File: config.mk
export PLATFORM = sky130hd
export DESIGN_NAME = gpio_irq_agg
export DESIGN_NICKNAME = d
export VERILOG_FILES = /design/src/rtl/gpio_irq_pkg.sv /design/src/rtl/gpio_irq_detect.sv /design/src/rtl/gpio_irq_port.sv /design/src/rtl/gpio_irq_agg.sv
export SDC_FILE = /design/constraint.sdc
export NUM_CORES = 1
export LEC_CHECK = 0
export ABC_AREA = 1
export BUFFER_PORTS_ARGS = -buffer_cell sky130_fd_sc_hd__buf_2
export CORE_UTILIZATION = 54
export DETAILED_ROUTE_END_ITERATION = 7
export HOLD_SLACK_MARGIN = 0.1
export PLACE_DENSITY = 0.76
export REMOVE_ABC_BUFFERS = 1
export SLEW_MARGIN = 20
export SYNTH_ARGS = -nofsm -noshare
export SYNTH_HDL_FRONTEND = slang
export SYNTH_SLANG_ARGS = --single-unit
File: constraint.sdc
create_clock -name clk_i -period 1.6 [get_ports clk_i]
set_input_delay 0.32 -clock clk_i [delete_from_list [all_inputs] [get_ports clk_i]]
set_output_delay 0.32 -clock clk_i [all_outputs]
set_load 0.005 [all_outputs]
File: src/rtl/gpio_irq_pkg.sv
package gpio_irq_pkg;
  localparam int unsigned PORT_W_DEF    = 8;
  localparam int unsigned NUM_PORTS_DEF = 4;

  // per-pin sensing code, {both, edge, pol}
  typedef struct packed {
    logic both;
    logic edge_mode;
    logic pol;
  } sense_t;
endpackage

File: src/rtl/gpio_irq_detect.sv
module gpio_irq_detect
  import gpio_irq_pkg::*;
(
  input  sense_t sense_i,
  input  logic   cur_i,
  input  logic   prev_i,
  output logic   hit_o
);
  logic rise, fall;

  always_comb begin
    rise = cur_i & ~prev_i;
    fall = ~cur_i & prev_i;
    if (sense_i.edge_mode) begin
      if (sense_i.both) hit_o = rise | fall;
      else              hit_o = sense_i.pol ? rise : fall;
    end else begin
      hit_o = (cur_i == sense_i.pol);
    end
  end
endmodule

File: src/rtl/gpio_irq_port.sv
module gpio_irq_port
  import gpio_irq_pkg::*;
#(
  parameter  int unsigned PORT_W = PORT_W_DEF,
  localparam int unsigned TYPE_W = 3 * PORT_W
) (
  input  logic              clk_i,
  input  logic              rst_ni,
  input  logic [PORT_W-1:0] pin_i,
  input  logic              type_we_i,
  input  logic [TYPE_W-1:0] type_wdata_i,
  input  logic              en_we_i,
  input  logic [2*PORT_W-1:0] en_wdata_i,
  input  logic              clr_we_i,
  input  logic [PORT_W-1:0] clr_wdata_i,
  output logic [PORT_W-1:0] status_o,
  output logic [PORT_W-1:0] enable_o,
  output logic [TYPE_W-1:0] type_o
);
  logic [TYPE_W-1:0] type_q;
  logic [PORT_W-1:0] en_q, prev_q, sta_q, hit, clr_mask, en_sel, en_val;

  assign en_sel   = en_wdata_i[2*PORT_W-1:PORT_W];
  assign en_val   = en_wdata_i[PORT_W-1:0];
  assign clr_mask = clr_we_i ? clr_wdata_i : '0;

  for (genvar i = 0; i < PORT_W; i++) begin : g_pin
    sense_t sense;
    assign sense.pol       = type_q[i];
    assign sense.edge_mode = type_q[PORT_W+i];
    assign sense.both      = type_q[2*PORT_W+i];

    gpio_irq_detect u_det (
      .sense_i (sense),
      .cur_i   (pin_i[i]),
      .prev_i  (prev_q[i]),
      .hit_o   (hit[i])
    );
  end

  always_ff @(posedge clk_i or negedge rst_ni) begin
    if (!rst_ni) begin
      type_q <= '0;
      en_q   <= '0;
      prev_q <= '0;
      sta_q  <= '0;
    end else begin
      prev_q <= pin_i;
      // new event outranks a clear of the same bit
      sta_q  <= (sta_q & ~clr_mask) | hit;
      if (type_we_i) type_q <= type_wdata_i;
      if (en_we_i)   en_q   <= (en_q & ~en_sel) | (en_val & en_sel);
    end
  end

  assign status_o = sta_q;
  assign enable_o = en_q;
  assign type_o   = type_q;
endmodule

File: src/rtl/gpio_irq_agg.sv
module gpio_irq_agg
  import gpio_irq_pkg::*;
#(
  parameter  int unsigned PORT_W    = PORT_W_DEF,
  parameter  int unsigned NUM_PORTS = NUM_PORTS_DEF,
  localparam int unsigned PIDX_W    = (NUM_PORTS > 1) ? $clog2(NUM_PORTS) : 1,
  localparam int unsigned PINS      = PORT_W * NUM_PORTS,
  localparam int unsigned TYPE_W    = 3 * PORT_W
) (
  input  logic                clk_i,
  input  logic                rst_ni,
  input  logic [PINS-1:0]     pin_i,
  input  logic                type_we_i,
  input  logic [PIDX_W-1:0]   type_port_i,
  input  logic [TYPE_W-1:0]   type_wdata_i,
  input  logic                en_we_i,
  input  logic [PIDX_W-1:0]   en_port_i,
  input  logic [2*PORT_W-1:0] en_wdata_i,
  input  logic                clr_we_i,
  input  logic [PIDX_W-1:0]   clr_port_i,
  input  logic [PORT_W-1:0]   clr_wdata_i,
  output logic [PINS-1:0]     status_o,
  output logic                irq_o
);
  logic [PINS-1:0]             en_all;
  logic [NUM_PORTS*TYPE_W-1:0] type_all;
  logic                        irq_q;

  for (genvar p = 0; p < NUM_PORTS; p++) begin : g_port
    logic type_we, en_we, clr_we;
    assign type_we = type_we_i && (type_port_i == PIDX_W'(p));
    assign en_we   = en_we_i   && (en_port_i   == PIDX_W'(p));
    assign clr_we  = clr_we_i  && (clr_port_i  == PIDX_W'(p));

    gpio_irq_port #(.PORT_W(PORT_W)) u_port (
      .clk_i        (clk_i),
      .rst_ni       (rst_ni),
      .pin_i        (pin_i[p*PORT_W +: PORT_W]),
      .type_we_i    (type_we),
      .type_wdata_i (type_wdata_i),
      .en_we_i      (en_we),
      .en_wdata_i   (en_wdata_i),
      .clr_we_i     (clr_we),
      .clr_wdata_i  (clr_wdata_i),
      .status_o     (status_o[p*PORT_W +: PORT_W]),
      .enable_o     (en_all[p*PORT_W +: PORT_W]),
      .type_o       (type_all[p*TYPE_W +: TYPE_W])
    );
  end

  always_ff @(posedge clk_i or negedge rst_ni) begin
    if (!rst_ni) irq_q <= 1'b0;
    else         irq_q <= |(status_o & en_all);
  end

  assign irq_o = irq_q;
endmodule

; Word-level counts from Yosys, hierarchy flattened
; Cells that the tools add are included.
; W data, S select, Z words.
[word_totals]
regBits = 193
[op_classes]
eq_ne = 41
mux = 100
bitwise = 183
n_reduce_logical = 16
[op_table]
columns = operator, n
row1 = $mux W1, 96
row2 = $and A8 B8 Y8, 9
row3 = $and A1 B1 Y1, 64
row4 = $not A1 Y1, 64
row5 = $or A8 B8 Y8, 8
row6 = $not A8 Y8, 5
row7 = $and A32 B32 Y32, 1
row8 = $eq A1 B1 Y1, 32
row9 = $mux W8, 4
row10 = $or A1 B1 Y1, 32
row11 = $reduce_or A32 Y1, 1
row12 = $eq A2 B2 Y1 const B, 6
row13 = $logic_and A1 B1 Y1, 12
row14 = $eq A2 B1 Y1 const B, 3
row15 = $logic_not A2 Y1, 3

; Depth between registers and ports, before layout
[depth]
word_depth = 6
mapped_depth = 7

; By module
; A second synthesis with hierarchy kept.
[hier_totals]
cells_unflattened = 1365
area_unflattened_um2 = 10264.8
[modules_own_cells]
columns = module, n_inst, cells_per_inst, area_per_inst_um2
row1 = gpio_irq_port, 4, 192, 1826.8
row2 = gpio_irq_detect, 32, 16, 81.3
row3 = gpio_irq_agg, 1, 85, 355.3

; Worst setup path before layout
; Ideal clock, no wire load.
[synth_timing]
path_type = in2reg
startpoint = input port en_we_i
endpoint = register with a tool-made name
t_arrival_ns = 0.951
required_time_ns = 1.473
slack_ns = 0.522
path_stages = 5
n_path_buf = 0
path_cell_list = inv_1 > nor3_2 > nand2_1 > nand2_1 > o21ai_0
[synth_lines]
columns = element, line
row1 = "start, declared", gpio_irq_agg.sv:16  ; input logic en_we_i,

; Worst setup path in the final report
[layout_timing]
startpoint = register g_port[1].u_port.sta_q[7]
endpoint = output port status_o[15]
[layout_lines]
columns = element, line
row1 = "start, declared", gpio_irq_port.sv:21  ; logic [PORT_W-1:0] en_q, prev_q, sta_q, hit, clr_mask, en_sel, en_val;
row2 = "start signal, assigned", gpio_irq_port.sv:50  ; sta_q <= (sta_q & ~clr_mask) | hit;
row3 = "end, declared", gpio_irq_agg.sv:22  ; output logic [PINS-1:0] status_o,
; No word-level cell between the ends.

==> flow_summary.yaml <==
status:
  status: "completed"
place:
  io_buffers: 123
  place.detailed.hpwl_mm: 15.4
  pre_cts_ws_ns: 0.277
  routabilityCongestion: 0.838
timing:
  setup_viol: 0
  fin_worst_skew_ns: 0.00541
  slew_headroom: 0.675
  fin_crit_ns: 1.35
  hold_viol_final: 0
  period_share: 0.842
  worst-slew-pin-transition_ns: 0.488
  grt_setup_unrepaired: "no"
  maxSlewViolCount: 0
  max_freq_mhz: 742
  final.setup.tns_ns: 0
  setup_ws_ns: 0.252
routing:
  antenna_left: 0
  drt-pass1-iter-count: 5
  drt-total-wl_mm: 21.8
  post_drt_via_cell_ratio: 5.26
  drt_iter0_markers: 509
  dr_total_vias: 7723
  avgRoutedWirePerCell_um: 14.8
  drc: 0
worst_setup_path:
  worst_setup_path_start_kind: "register"
  rrSetupSlack_ns: 0.50
  path_buf_inv: 1
  path_delay_family: "flip-flops"
  end_kind: "primary output"
  r2r_start: "g_port[3].u_port.prev_q[4]"
  setup.worst_path.start: "g_port[1].u_port.status_o[7]"
  crit_slowest_cell: "dfrtp_1"
  cpPeakStageDelay_ns: 0.44
  cp.required_ns: 1.28
  path_cells: "buf_2"
  cp.arrival_ns: 1.03
  crit_type: "register to primary output"
  critPathMaxFanout: 3
floorplan:
  ios: 124
  die_width_um: 133
  die_area_sq_mm: 0.0176
  std_cell_rows: 47
  die_h_um: 133
  start_util: 0.554
  coreArea_sq_mm: 0.0166
yosys:
  ys_warn_count: 0
  synth_cell_types: 15
  synth_top_family_by_area: "compound AO/OA/AOI/OAI gates"
  synth_adder_area_share: 0.0869
  synth-compound-area-share: 0.170
  avgSynthCellArea_sq_um: 8.67
  synthXorXnorAreaFrac: 0
  syn_inst: 1063
  synthMuxAreaShare: 0
  syn-cell-area_sq_mm: 0.00921
  ys_ff_latch: 193
  yosys.area_share.simple: 0.151
  yosysSeqAreaShare: 0.524
global_routing:
  grt_pass1_vias: 7308
  grt_max_degree: 49
  grt_pass1_wl_mm: 35.9
  grt_overflow: 0
  grt_use_total: 0.264
  antenna_found_initial: 2
min_path:
  hp-start: "en_wdata_i[14]"
  hold_class: "input pin to register"
cts:
  clock-root-buffer: "clkbuf_16"
  cts_sinks: 193
  numCtsBuffers: 17
  clk_latency_ns: 0.43
  tritoncts: "done"
  path_clk_slew_ns: 0.07
  htree_levels: 4
  cts_buffer_depth: 2
  post_cts_buffers: 0
cells_and_area:
  final_nets: 1389
  area_growth_pct: 20.9
  drive_gt1_frac: 0.140
pwr:
  p_leak_uw: 0.00563
  finalPower_uw: 12200
  ir_drop_v: 0.000807
  power.density_mw_per_mm2: 1100
run:
  drv_cap: 0
[synth_stat cells (all sizes together)]
| cell type | count | share of area |
|---|---|---|
| a21boi | 32 | 0.026 |
| a21oi | 32 | 0.017 |
| buf | 12 | 0.0065 |
| clkbuf | 8 | 0.0033 |
| dfrtp | 193 | 0.52 |
| ha | 64 | 0.087 |
| inv | 142 | 0.058 |
| nand2 | 293 | 0.12 |
| nand3 | 38 | 0.021 |
| nor2 | 12 | 0.0049 |
| nor3 | 4 | 0.0064 |
| o21ai | 233 | 0.13 |
[final timing paths]
kind                       depth (start not counted)                            to
hold / removal                                     3                      register
setup reg to reg                                   4  g_port[3].u_port.status_o[4]
max in group asynchronous                          3   g_port[1].u_port.type_o[11]
min in group asynchronous                          2    g_port[2].u_port.prev_q[1]
setup / recovery                                   1                  status_o[15]
hold reg to reg                                    2                      register
[kinds of logic (layout without fill, tap and decap cells)]
family | count (synthesis) | count (layout)
AND/OR/NAND/NOR | 347 | 347
AO/OA/AOI/OAI | 297 | 297
flip-flops | 193 | 193
buffers and inverters | 162 | 345
adder cells (fa/ha/maj) | 64 | 64
other | 0 | 1
[layout make-up]
| class | instances | area [sq um] |
|---|---|---|
| Antenna cell | 1 | 2.50 |
| Clock buffer | 22 | 484 |
| Clock inverter | 9 | 105 |
| Fill cell | 1390 | 5500 |
| Inverter | 142 | 533 |
| Multi-Input combinational cell | 708 | 3760 |
| Sequential cell | 193 | 4830 |
| Tap cell | 220 | 275 |
| Timing Repair Buffer | 172 | 1150 |
[timing repair]
action | CTS | global route
resized for setup | 0 | 0
endpoints found under the hold margin | 65 | 0
hold buffers | 33 | 0
[report_power, final]
part / total [uW] / leakage (uW) / internal (uW) / switching [uW]
registers: 6030 / 0.00228 / 5530 / 498
logic: 1920 / 0.00306 / 829 / 1090
clock network: 4260 / 0.000292 / 2460 / 1800
total: 12200 / 0.00563 / 8820 / 3380
[metrics by stage]
step	cells	hold WS [ns]	utilization	area, sq um
6_report	1467	0.174	0.669	11100
5_1_grt	1466	0.178	0.669	11100
4_1_cts	1466	0.166	0.669	11100
3_5_place_dp	1402	0.262	0.614	10200
3_3_place_gp	1402	0.263	0.614	10200
2_1_floorplan	1043	0.0244	-	9120
[per-layer routing]
layer | GRT usage | routed length [um] | vias to the layer above
met2 | 0.432 | 10300 | 229
met3 | 0.0510 | 1310 | 33
met5 | 0 | 13 | -
li1 | - | - | 3801
met4 | 0.0709 | 344 | 2
met1 | 0.361 | 9830 | 3658
[cells in the final DEF (no fill, tap or decap), drive strengths merged]
cell type,synthesis,layout
inv,142,143
clkbuf,8,23
nor2,12,12
diode,0,1
a21boi,32,32
dfrtp,193,193
nand3,38,38
dlygate4sd3,0,33
buf,12,138
nand2,293,293
nor3,4,4
a21oi,32,32
clkinv,0,5
ha,64,64
o21ai,233,233
bufinv,0,2
clkinvlp,0,1
No activity file was read; power rests on OpenSTA's default activity.
